### config.mk
export PLATFORM = sky130hd
export DESIGN_NAME = fpu_ctrl_status
export DESIGN_NICKNAME = d
export VERILOG_FILES = /design/src/rtl/fpu_cs_pkg.sv /design/src/rtl/fpu_cs_state.sv /design/src/rtl/fpu_cs_view.sv /design/src/rtl/fpu_rm_resolve.sv /design/src/rtl/fpu_ctrl_status.sv
export SDC_FILE = /design/constraint.sdc
export NUM_CORES = 1
export LEC_CHECK = 0
export BUFFER_PORTS_ARGS = -buffer_cell sky130_fd_sc_hd__clkbuf_2
export CAP_MARGIN = 10
export CORE_MARGIN = 8
export CORE_UTILIZATION = 45
export CTS_CLUSTER_DIAMETER = 150
export DETAILED_ROUTE_END_ITERATION = 8
export PLACE_DENSITY_LB_ADDON = 0.2
export SLEW_MARGIN = 15
export SYNTH_ARGS = -nofsm -noshare
export SYNTH_HDL_FRONTEND = slang
export SYNTH_SLANG_ARGS = --single-unit
### constraint.sdc
create_clock -name clk -period 2.3 [get_ports clk]
set_input_delay 0.575 -clock clk [delete_from_list [all_inputs] [get_ports clk]]
set_output_delay 0.575 -clock clk [all_outputs]
set_load 0.02 [all_outputs]
### src/rtl/fpu_cs_pkg.sv
package fpu_cs_pkg;
    localparam int CS_FLAG_W   = 5;
    localparam int CS_RM_W     = 3;
    localparam int CS_DYN_CODE = 7;
    localparam int CS_LAST_OK  = 4;

    typedef enum logic [1:0] {
        CS_SEL_FLAGS = 2'd0,
        CS_SEL_ROUND = 2'd1,
        CS_SEL_BOTH  = 2'd2,
        CS_SEL_NONE  = 2'd3
    } cs_sel_e;
endpackage

### src/rtl/fpu_cs_state.sv
module fpu_cs_state
    import fpu_cs_pkg::*;
#(
    parameter int FLAG_W = CS_FLAG_W,
    parameter int RM_W   = CS_RM_W,
    localparam int VIEW_W = FLAG_W + RM_W
) (
    input  logic              clk,
    input  logic              rst_n,
    input  logic              wr_en,
    input  cs_sel_e           sel,
    input  logic [VIEW_W-1:0] wdata,
    input  logic              exc_valid,
    input  logic [FLAG_W-1:0] exc_flags,
    output logic [FLAG_W-1:0] flags_q,
    output logic [RM_W-1:0]   rm_q
);
    typedef struct packed {
        logic [FLAG_W-1:0] flags;
        logic [RM_W-1:0]   rm;
    } state_t;

    state_t st_d, st_q;
    logic   wr_flags_d, wr_rm_d;

    always_comb begin
        st_d       = st_q;
        wr_flags_d = wr_en && (sel == CS_SEL_FLAGS || sel == CS_SEL_BOTH);
        wr_rm_d    = wr_en && (sel == CS_SEL_ROUND || sel == CS_SEL_BOTH);
        // exceptions accumulate; a software flag write then overrides
        if (exc_valid) st_d.flags = st_q.flags | exc_flags;
        if (wr_flags_d) st_d.flags = wdata[FLAG_W-1:0];
        if (wr_rm_d) begin
            if (sel == CS_SEL_BOTH) st_d.rm = wdata[VIEW_W-1:FLAG_W];
            else                    st_d.rm = wdata[RM_W-1:0];
        end
        if (!rst_n) st_d = '0;
    end

    always_ff @(posedge clk) begin
        st_q <= st_d;
    end

    assign flags_q = st_q.flags;
    assign rm_q    = st_q.rm;
endmodule

### src/rtl/fpu_cs_view.sv
module fpu_cs_view
    import fpu_cs_pkg::*;
#(
    parameter int FLAG_W = CS_FLAG_W,
    parameter int RM_W   = CS_RM_W,
    localparam int VIEW_W = FLAG_W + RM_W
) (
    input  cs_sel_e           sel,
    input  logic [FLAG_W-1:0] flags,
    input  logic [RM_W-1:0]   rm,
    output logic [VIEW_W-1:0] rdata
);
    always_comb begin
        rdata = '0;
        unique case (sel)
            CS_SEL_FLAGS: rdata[FLAG_W-1:0] = flags;
            CS_SEL_ROUND: rdata[RM_W-1:0]   = rm;
            CS_SEL_BOTH:  rdata             = {rm, flags};
            default:      rdata             = '0;
        endcase
    end
endmodule

### src/rtl/fpu_rm_resolve.sv
module fpu_rm_resolve
    import fpu_cs_pkg::*;
#(
    parameter int RM_W     = CS_RM_W,
    parameter int DYN_CODE = CS_DYN_CODE,
    parameter int LAST_OK  = CS_LAST_OK
) (
    input  logic [RM_W-1:0] insn_rm,
    input  logic [RM_W-1:0] stored_rm,
    output logic [RM_W-1:0] eff_rm,
    output logic            illegal
);
    localparam logic [RM_W-1:0] DYN_V  = RM_W'(DYN_CODE);
    localparam logic [RM_W-1:0] LAST_V = RM_W'(LAST_OK);

    always_comb begin
        eff_rm  = (insn_rm == DYN_V) ? stored_rm : insn_rm;
        // reserved check runs after the dynamic substitution
        illegal = (eff_rm > LAST_V);
    end
endmodule

### src/rtl/fpu_ctrl_status.sv
module fpu_ctrl_status
    import fpu_cs_pkg::*;
#(
    parameter int FLAG_W   = CS_FLAG_W,
    parameter int RM_W     = CS_RM_W,
    parameter int DYN_CODE = CS_DYN_CODE,
    parameter int LAST_OK  = CS_LAST_OK,
    localparam int VIEW_W  = FLAG_W + RM_W
) (
    input  logic              clk,
    input  logic              rst_n,
    input  logic              sw_wr_en,
    input  logic [1:0]        sw_sel,
    input  logic [VIEW_W-1:0] sw_wdata,
    output logic [VIEW_W-1:0] sw_rdata,
    input  logic              exc_valid,
    input  logic [FLAG_W-1:0] exc_flags,
    input  logic [RM_W-1:0]   insn_rm,
    output logic [RM_W-1:0]   eff_rm,
    output logic              rm_illegal
);
    cs_sel_e           sel;
    logic [FLAG_W-1:0] flags_q;
    logic [RM_W-1:0]   rm_q;

    assign sel = cs_sel_e'(sw_sel);

    fpu_cs_state #(.FLAG_W(FLAG_W), .RM_W(RM_W)) u_state (
        .clk       (clk),
        .rst_n     (rst_n),
        .wr_en     (sw_wr_en),
        .sel       (sel),
        .wdata     (sw_wdata),
        .exc_valid (exc_valid),
        .exc_flags (exc_flags),
        .flags_q   (flags_q),
        .rm_q      (rm_q)
    );

    fpu_cs_view #(.FLAG_W(FLAG_W), .RM_W(RM_W)) u_view (
        .sel   (sel),
        .flags (flags_q),
        .rm    (rm_q),
        .rdata (sw_rdata)
    );

    fpu_rm_resolve #(.RM_W(RM_W), .DYN_CODE(DYN_CODE), .LAST_OK(LAST_OK)) u_resolve (
        .insn_rm   (insn_rm),
        .stored_rm (rm_q),
        .eff_rm    (eff_rm),
        .illegal   (rm_illegal)
    );
endmodule

# Yosys cells after proc, flatten, opt, wreduce, memory -nomap -nowiden

Cells that the tools add are included.

Register bits: 8
Input port bits: 22
Output and inout port bits: 12
Word-level logic and storage cells: 21

$lt $le $gt $ge: 1
Equal/unequal tests: 3
Muxes and demuxes: 7
Bitwise operators: 1
Reductions and logical operators: 7

Operator list:

| operator                                      | count |
|---|---|
| two-way mux 5 bit                             | 2 |
| two-way mux 3 bit                             | 3 |
| one-hot mux 3 bit (2 select lines)            | 1 |
| bitwise OR 5 bit                              | 1 |
| == test 3 bit, second input constant          | 1 |
| > comparator 3 bit, second input constant     | 1 |
| == test 2 x 1 -> 1 bit, second input constant | 1 |
| == test 2 bit, second input constant          | 1 |
| logical AND 1 bit                             | 2 |
| zero test 2 bit                               | 1 |
| logical OR 1 bit                              | 2 |
| two-way mux 2 bit                             | 1 |
| nonzero test 2 bit                            | 1 |
| OR reduction 2 bit                            | 1 |

# Longest topological paths before layout

Gate-level depths: netlist of the first run.

Word-level depth: 4
Gate-level depth with buffers: 5
Mapped depth without buffers: 4

# Hierarchy

Synthesis of the first run repeated with hierarchy kept, for this count alone.

Cell total of the unflattened synthesis: 62
Area, all modules: 518.0 um2

Modules (own cells, without submodules):

| module         | instances | cells an instance | area each (um2) | sequential area each (um2) |
|---|---|---|---|---|
| fpu_cs_state   | 1         | 40                | 386.6           | 160.2 |
| fpu_cs_view    | 1         | 12                | 78.8            | 0.0 |
| fpu_rm_resolve | 1         | 10                | 52.6            | 0.0 |

# Worst setup path before layout of the first run

OpenSTA, ideal clock, no wires.

Kind: input port to output port
Start point: in sw_sel[0]
End point: out sw_rdata[3]
Data arrival time: 1.426 ns
Required time: 1.725 ns
Setup slack: 0.299 ns
Stages on the path: 5
Buffers on the path: 1
Cell sequence: inv_1 > ha_1 > or2_1 > buf_6 > and2_1

Cells in the longest elaborated chain, start to end: 3
Elaborated cells between the ends (all ways): 4
Those cells by class: eq/ne (1); mux (1); reduce/logical (2)

Ends and longest elaborated chain:

| what                                                    | RTL line              | RTL |
|---|---|---|
| from (decl)                                             | fpu_ctrl_status.sv:13 | `input logic [1:0] sw_sel,` |
| == test 2 bit / zero test 2 bit (equally long branches) | fpu_cs_view.sv:15     | `unique case (sel)` |
| OR reduction 2 bit (no source line) (*)                 | -                     |  |
| two-way mux 2 bit (*)                                   | fpu_cs_view.sv:15     |  |
| to (decl)                                               | fpu_ctrl_status.sv:15 | `output logic [VIEW_W-1:0] sw_rdata,` |

Every way passes the cells marked *; elsewhere a longest branch is shown, timed or not.

# Final worst setup path of the first run

Start point: in sw_sel[0]
End point: out sw_rdata[4]

The elaborated chain is that of the path after synthesis.

==> impl_results.md, run 1 <==
- Leak pwr: 0.378 nW
- Via count: 634
- Crit end category: output pin
- Hold Violations, Final: 0
- Worst Reg-to-Reg Cells: 2
- Most common cell after layout, fill and taps aside: clkbuf_2
- Final nets: 130
- VDD IR max: 0.299 mV
- Filler cell count: 115
- Die footprint: 2750 um2
- DRC: 0
- Number of top-level pins: 34
- Period minus WS final: 2150 ps
- Synth Area per Inst: 8.93 um2
- Max cap viols: 0
- Number of DRC markers in iteration 0: 7
- Clk root buf: clkbuf_4
- FP Rows: 13
- RSZ-0062 raised after global routing: false
- Initial Util: 0.471
- Post-synthesis register bit count: 8
- Worst-Margin Slew: 354 ps
- Port bufs: 33
- Worst slew margin: 0.764
- Required time of the worst setup path: 1730 ps
- Total global routing track utilization: 0.129
- FF-to-FF setup slack: 1480 ps
- Synth cell types: 20
- DRT Wirelength: 1660 um
- Tightest Hold Check Type: reg2reg
- Final core occ: 0.627
- Max Fclk: 0.466 GHz
- Multi-input logic area: 403 um2
- Setup TNS: 0 ps
- Clock slew at reported path FFs: 60 ps
- Share of cells above drive strength 1: 0.441
- Fin crit share: 0.934
- Die X: 52.5 um
- # setup viols final: 0
- Number of global-route vias before repair: 641
- Die height: 52.5 um
- Result of the run: finished clean
- CP Launch Type: primary input
- Antenna violations before repair: 0
- Crit Path Class: in2out
- Power per cell area: 498 nW/um2
- CP max FO: 5
- Post-synth top area share: 0.268
- TritonCTS Buffers: 3
- Post-CTS setup buffers: 0
- First-pass DRT Iterations: 4
- Ranking of synthesized cells by area: dfxtp_1 (27%), a221oi_2 (13%), a21oi_1 (9.2%)
- CTS tree: yes
- Synthesized area: 598 um2
- Post_cts resized: 0
- Worst hold path depth: 2
- Seq/Total Area, Yosys: 0.268
- Finished Cell Area: 796 um2
- WL/cell: 14.2 um
- Most frequent cells in the layout: clkbuf_2 (33), a21oi_1 (11), dfxtp_1 (8)
- Core area: 1270 um2
- Largest net degree at the start of global routing: 13
- CTS HTree Levels: 1
- Via density: 5.42
- Power Total: 0.396 mW
- Later-pin clock latency in the skew report: 260 ps
- Yosys Warn Count: 0
- Max-slew violations: 0
- Clock Skew: 0 ps
- DP HPWL: 1370 um
- Register area: 160 um2
- Max Buffers Root-to-Sink: 2
- Area growth syn-to-layout: 33.1%
- Cts hold-fix bufs: 0
- Grt total ovfl: 0
- ANT nets after route: 0
- Largest area contributor in the netlist: dfxtp_1
- Gate Count Post-Synth: 67
- Dpl cell area: 773 um2
- First-pass GRT wire length: 2710 um
- Syn Nets: 93
- Antenna fix cells: 0
- Placer Congestion: 0.817
- WP data arrival: 1570 ps
- Clock Sinks: 8
## critical path: stages
cell,delay (ps)
clkbuf_2,110
inv_1,60
ha_1,250
or2_1,270
and2_1,160
clkbuf_2,150
## worst paths after layout
path / from / end
worst max register to register: u_state.rm_q[2]$_SDFFE_PN0P_ / u_state.rm_q[2]$_SDFFE_PN0P_
worst min register to register: u_state.rm_q[0]$_SDFFE_PN0P_ / u_state.rm_q[0]$_SDFFE_PN0P_
worst max-delay path: sw_sel[0] / sw_rdata[4]
worst min-delay path: u_state.rm_q[0]$_SDFFE_PN0P_ / u_state.rm_q[0]$_SDFFE_PN0P_
## power breakdown
group,switching (mW),internal [mW]
Clock,0.0475,0.0597
Combinational,0.0699,0.0573
Sequential,0.00996,0.152
Total,0.127,0.269
## kinds of logic (layout without fill, tap and decap cells)
logic type / Yosys count / after routing / share of synthesized area
multiplexers: 3 / 3 / 0.0502
AO/OA/AOI/OAI: 27 / 27 / 0.358
buffers and inverters: 6 / 41 / 0.0586
AND/OR/NAND/NOR: 19 / 19 / 0.182
adder cells (fa/ha/maj): 4 / 4 / 0.0837
flip-flops: 8 / 8 / 0.268
## stage by stage
step           setup WS (ps)  hold WS [ps]  std cells
2_1_floorplan            299           520         67
3_3_place_gp             187           566        114
3_5_place_dp             159           560        114
4_1_cts                  154           568        117
5_1_grt                  106           608        117
6_report                 152           571        117
## cells in the mapped netlist
master,instances
mux2i_1,3
nor2b_1,5
or2_1,1
inv_1,3
buf_4,1
nand4bb_1,1
and2_1,5
a311oi_1,3
buf_6,1
o21ai_2,1
nand2_1,6
o21ai_0,3
o21a_1,3
or2_2,1
a221oi_2,5
buf_2,1
dfxtp_1,8
o2111a_1,1
ha_1,4
a21oi_1,11
## final cells by class
| class | instances | area share |
|---|---|---|
| tap | 15 | 0.0236 |
| sequential | 8 | 0.201 |
| clock buffer | 3 | 0.0283 |
| inverter | 3 | 0.0142 |
| timing repair buffer | 35 | 0.226 |
| multi-input combinational | 53 | 0.506 |
## sequential cells by signal, summed over array words and instances (netlist names)
name,count
u_state.flags_q,5
u_state.rm_q,3
## routing by layer
layer,track usage,vias up,share of wire
met3,0.0568,2,0.083
met4,0.0603,0,0.0072
li1,-,326,-
met5,0,-,0
met1,0.130,285,0.41
met2,0.221,21,0.50
(Power assumes the default switching activity.)
==> inputs of run 2 (changes only) <==
--- a/config.mk
+++ b/config.mk
@@ -5,10 +5,12 @@
 export SDC_FILE = /design/constraint.sdc
 export NUM_CORES = 1
 export LEC_CHECK = 0
+export ABC_AREA = 1
 export BUFFER_PORTS_ARGS = -buffer_cell sky130_fd_sc_hd__clkbuf_2
 export CAP_MARGIN = 10
 export CORE_MARGIN = 8
-export CORE_UTILIZATION = 45
+export CORE_UTILIZATION = 46
+export CTS_BUF_LIST = sky130_fd_sc_hd__clkbuf_16
 export CTS_CLUSTER_DIAMETER = 150
 export DETAILED_ROUTE_END_ITERATION = 8
 export PLACE_DENSITY_LB_ADDON = 0.2
==> run 2 against run 1 <==
Flip-flop and latch count stayed put. Critical path type unchanged. Power rose by 46%. Cell count is 32% higher. Clock skew stayed put. Critical path depth rose by 2. Die area grew 1.5%. Global-route usage rose by 0.11 points. Largest cell class unchanged. Combinational power barely moved. Final area grew 11%. Via count is 12% higher.
==> impl_results.md, run 2 <==
- Max-slew violations: 0 (unchanged)
- Total global routing track utilization: 0.130 (was 0.129)
- DP HPWL: 1410 um (was 1370 um)
- Worst slew margin: 0.818 (was 0.764)
- Max Fclk: 0.457 GHz (was 0.466 GHz)
- DRC: 0 (unchanged)
- Most used DFF post-synth: dfxtp_1 (unchanged)
- Clock Sinks: 8 (unchanged)
- CP most frequent cell: clkbuf_2 (unchanged)
- Grt total ovfl: 0 (unchanged)
- Clock slew at reported path FFs: 40 ps (was 60 ps)
- Max FFs per register: 5 (unchanged)
- CP max FO: 4 (was 5)
- Hold Violations, Final: 0 (unchanged)
- Filler cell count: 112 (was 115)
- Die X: 52.8 um (was 52.5 um)
- Period minus WS final: 2190 ps (was 2150 ps)
- Final setup margin: 110 ps (was 152 ps)
- Number of flops mapped to enable cells by yosys: 0 (unchanged)
- Number of top-level pins: 34 (unchanged)
- Area growth syn-to-layout: 40.9% (was 33.1%)
- Post_cts resized: 0 (unchanged)
- WP data arrival: 1610 ps (was 1570 ps)
- Via count: 708 (was 634)
- Post-synthesis register bit count: 8 (unchanged)
- Core area: 1280 um2 (was 1270 um2)
- Worst-Margin Slew: 273 ps (was 354 ps)
- Buf/Inv on CP: 4 (was 3)
- First-pass GRT wire length: 2750 um (was 2710 um)
- Share of cells above drive strength 1: 0.300 (was 0.441)
- Clk root buf: clkbuf_16 (was clkbuf_4)
- Setup TNS: 0 ps (unchanged)
- Placer Congestion: 0.780 (was 0.817)
- Commonest cells in the netlist: nand2_1 (34), inv_1 (23), nor2_1 (12), a21oi_1 (9), dfxtp_1 (8) (was a21oi_1 (11), dfxtp_1 (8), nand2_1 (6))
- Antenna violations before repair: 0 (unchanged)
- Initial Util: 0.486 (was 0.471)
- Most common cell after layout, fill and taps aside: nand2_1 (was clkbuf_2)
- Clock Skew: 0 ps (unchanged)
- Seq/Total Area, Yosys: 0.257 (was 0.268)
- Synth cell types: 12 (was 20)
- WL/cell: 10.9 um (was 14.2 um)
- Leak pwr: 0.570 nW (was 0.378 nW)
- Number of global-route vias before repair: 687 (was 641)
- Required time of the worst setup path: 1730 ps (about the same)
- Largest area contributor in the netlist: dfxtp_1 (unchanged)
- Power per cell area: 659 nW/um2 (was 498 nW/um2)
- Power Total: 0.579 mW (was 0.396 mW)
- ANT nets after route: 0 (unchanged)
- Post-synth top area share: 0.257 (was 0.268)
- Final nets: 168 (was 130)
- Die footprint: 2790 um2 (was 2750 um2)
- FP Rows: 13 (unchanged)
- First-pass DRT Iterations: 5 (was 4)
- Number of DRC markers in iteration 0: 8 (was 7)
- Worst Reg-to-Reg Cells: 4 (was 2)
- Met1 GRT Util: 0.146 (was 0.130)
- TritonCTS Buffers: 3 (unchanged)
- Most frequent cell after synthesis: nand2_1 (was a21oi_1)
- Port bufs: 33 (unchanged)
- Crit path cell chain: clkbuf_2 -> inv_1 -> ha_1 -> inv_6 -> nand2_4 -> nand2_1 -> a21oi_1 -> clkbuf_2 (was clkbuf_2 -> inv_1 -> ha_1 -> or2_1 -> and2_1 -> clkbuf_2)
- Worst hold path depth: 4 (was 2)
- CP Launch Type: primary input (unchanged)
- Antenna fix cells: 0 (unchanged)
- Later-pin clock latency in the skew report: 230 ps (was 260 ps)
- Ranking of synthesized cells by area: dfxtp_1 (26%), nand2_1 (20%), inv_1 (14%) (was dfxtp_1 (27%), a221oi_2 (13%), a21oi_1 (9.2%))
- Dpl ws: 111 ps (was 159 ps)
- GRT busiest layer: met2 (unchanged)
- Met2 Use GR: 0.215 (was 0.221)
- Synthesized area: 624 um2 (was 598 um2)
- Largest net degree at the start of global routing: 7 (was 13)
- Critical path's top delay family: buffers and inverters (was simple AND/OR/NAND/NOR gates)
- Syn Nets: 130 (was 93)
- CTS HTree Levels: 1 (unchanged)
- CP peak stage delay: 310 ps (was 270 ps)
- GR Util met3: 0.0369 (was 0.0568)
- Gate Count Post-Synth: 104 (was 67)
- Synth Area per Inst: 6.00 um2 (was 8.93 um2)
- RSZ-0062 raised after global routing: false (unchanged)
- Result of the run: finished clean (unchanged)
- Crit Path Class: in2out (unchanged)
- Share of flip-flops with an asynchronous set or reset: 0 (unchanged)
- Cts hold-fix bufs: 0 (unchanged)
- CTS tree: yes (unchanged)
- Tightest Hold Check Type: reg2reg (unchanged)
- FF-to-FF setup slack: 1570 ps (was 1480 ps)
- DRT Wirelength: 1680 um (was 1660 um)
- VDD IR max: 0.561 mV (was 0.299 mV)
- Most frequent cells in the layout: nand2_1 (34), clkbuf_2 (33), inv_1 (23) (was clkbuf_2 (33), a21oi_1 (11), dfxtp_1 (8))
- WP depth: 8 (was 6)
- Post-CTS setup buffers: 0 (unchanged)
- Crit end category: output pin (unchanged)
- Fin crit share: 0.952 (was 0.934)
- # setup viols final: 0 (unchanged)
- Max Buffers Root-to-Sink: 2 (unchanged)
- Master of the slowest instance on the critical path: ha_1 (was or2_1)
- Via density: 4.57 (was 5.42)
- Max cap viols: 0 (unchanged)
- Yosys Warn Count: 0 (unchanged)
- Die height: 52.8 um (was 52.5 um)
run 2: cell types whose count changed after synthesis, sizes merged, moves of 4 or more:
cell	change
nand2	+30
inv	+21
nor2	+14
nand3	+6
a221oi	-5
and2	-5
nor2b	-5
o21ai	-4
run 2: per-stage QoR:
stage	instances	util	hold WS, ps	area, um2
final	155	0.685	555	880
after global routing	155	0.685	598	880
after CTS	155	0.685	560	880
after detailed placement	152	0.626	551	805
after global placement	152	0.626	533	805
after floorplan	104	-	518	624
run 2: kinds of logic (layout without fill, tap and decap cells):
family,after synthesis,after routing,share of synthesized area
AO/OA/AOI/OAI,11,11,0.0962
buffers and inverters,25,61,0.170
flip-flops,8,8,0.257
AND/OR/NAND/NOR,56,56,0.397
adder cells (fa/ha/maj),4,4,0.0802
run 2: final timing paths:
| path | endpoint | startpoint |
|---|---|---|
| worst min register to register | u_state.flags_q[4]$_SDFFE_PN0P_ | u_state.flags_q[4]$_SDFFE_PN0P_ |
| worst min-delay path | u_state.flags_q[4]$_SDFFE_PN0P_ | u_state.flags_q[4]$_SDFFE_PN0P_ |
| worst max-delay path | sw_rdata[2] | sw_sel[0] |
| worst max register to register | u_state.rm_q[0]$_SDFFE_PN0P_ | u_state.rm_q[0]$_SDFFE_PN0P_ |
run 2: worst min-delay path, stage by stage, from the launching register on:
cell and delay (ps):
dfxtp_1 320, a21oi_1 40, nand2_1 50, nand2_1 40
nor2_1 70
run 2: routing by layer:
layer / part of all wire / vias up
met5: 0 / -
met4: 0.015 / 0
met3: 0.079 / 4
met2: 0.49 / 25
met1: 0.42 / 297
li1: - / 382
run 2: layout make-up:
cell class | instances | area, um2 | share of cell area
Multi-Input combinational cell | 71 | 358 | 0.407
Timing Repair Buffer | 34 | 173 | 0.196
Sequential cell | 8 | 160 | 0.182
Inverter | 24 | 95.1 | 0.108
Clock buffer | 3 | 75.1 | 0.0853
Tap cell | 15 | 18.8 | 0.0213
run 2: where the power goes:
part / internal (mW) / leakage, nW / switching [mW]
Clock: 0.224 / 0.0370 / 0.0661
Sequential: 0.152 / 0.0664 / 0.00787
Combinational: 0.0510 / 0.467 / 0.0779
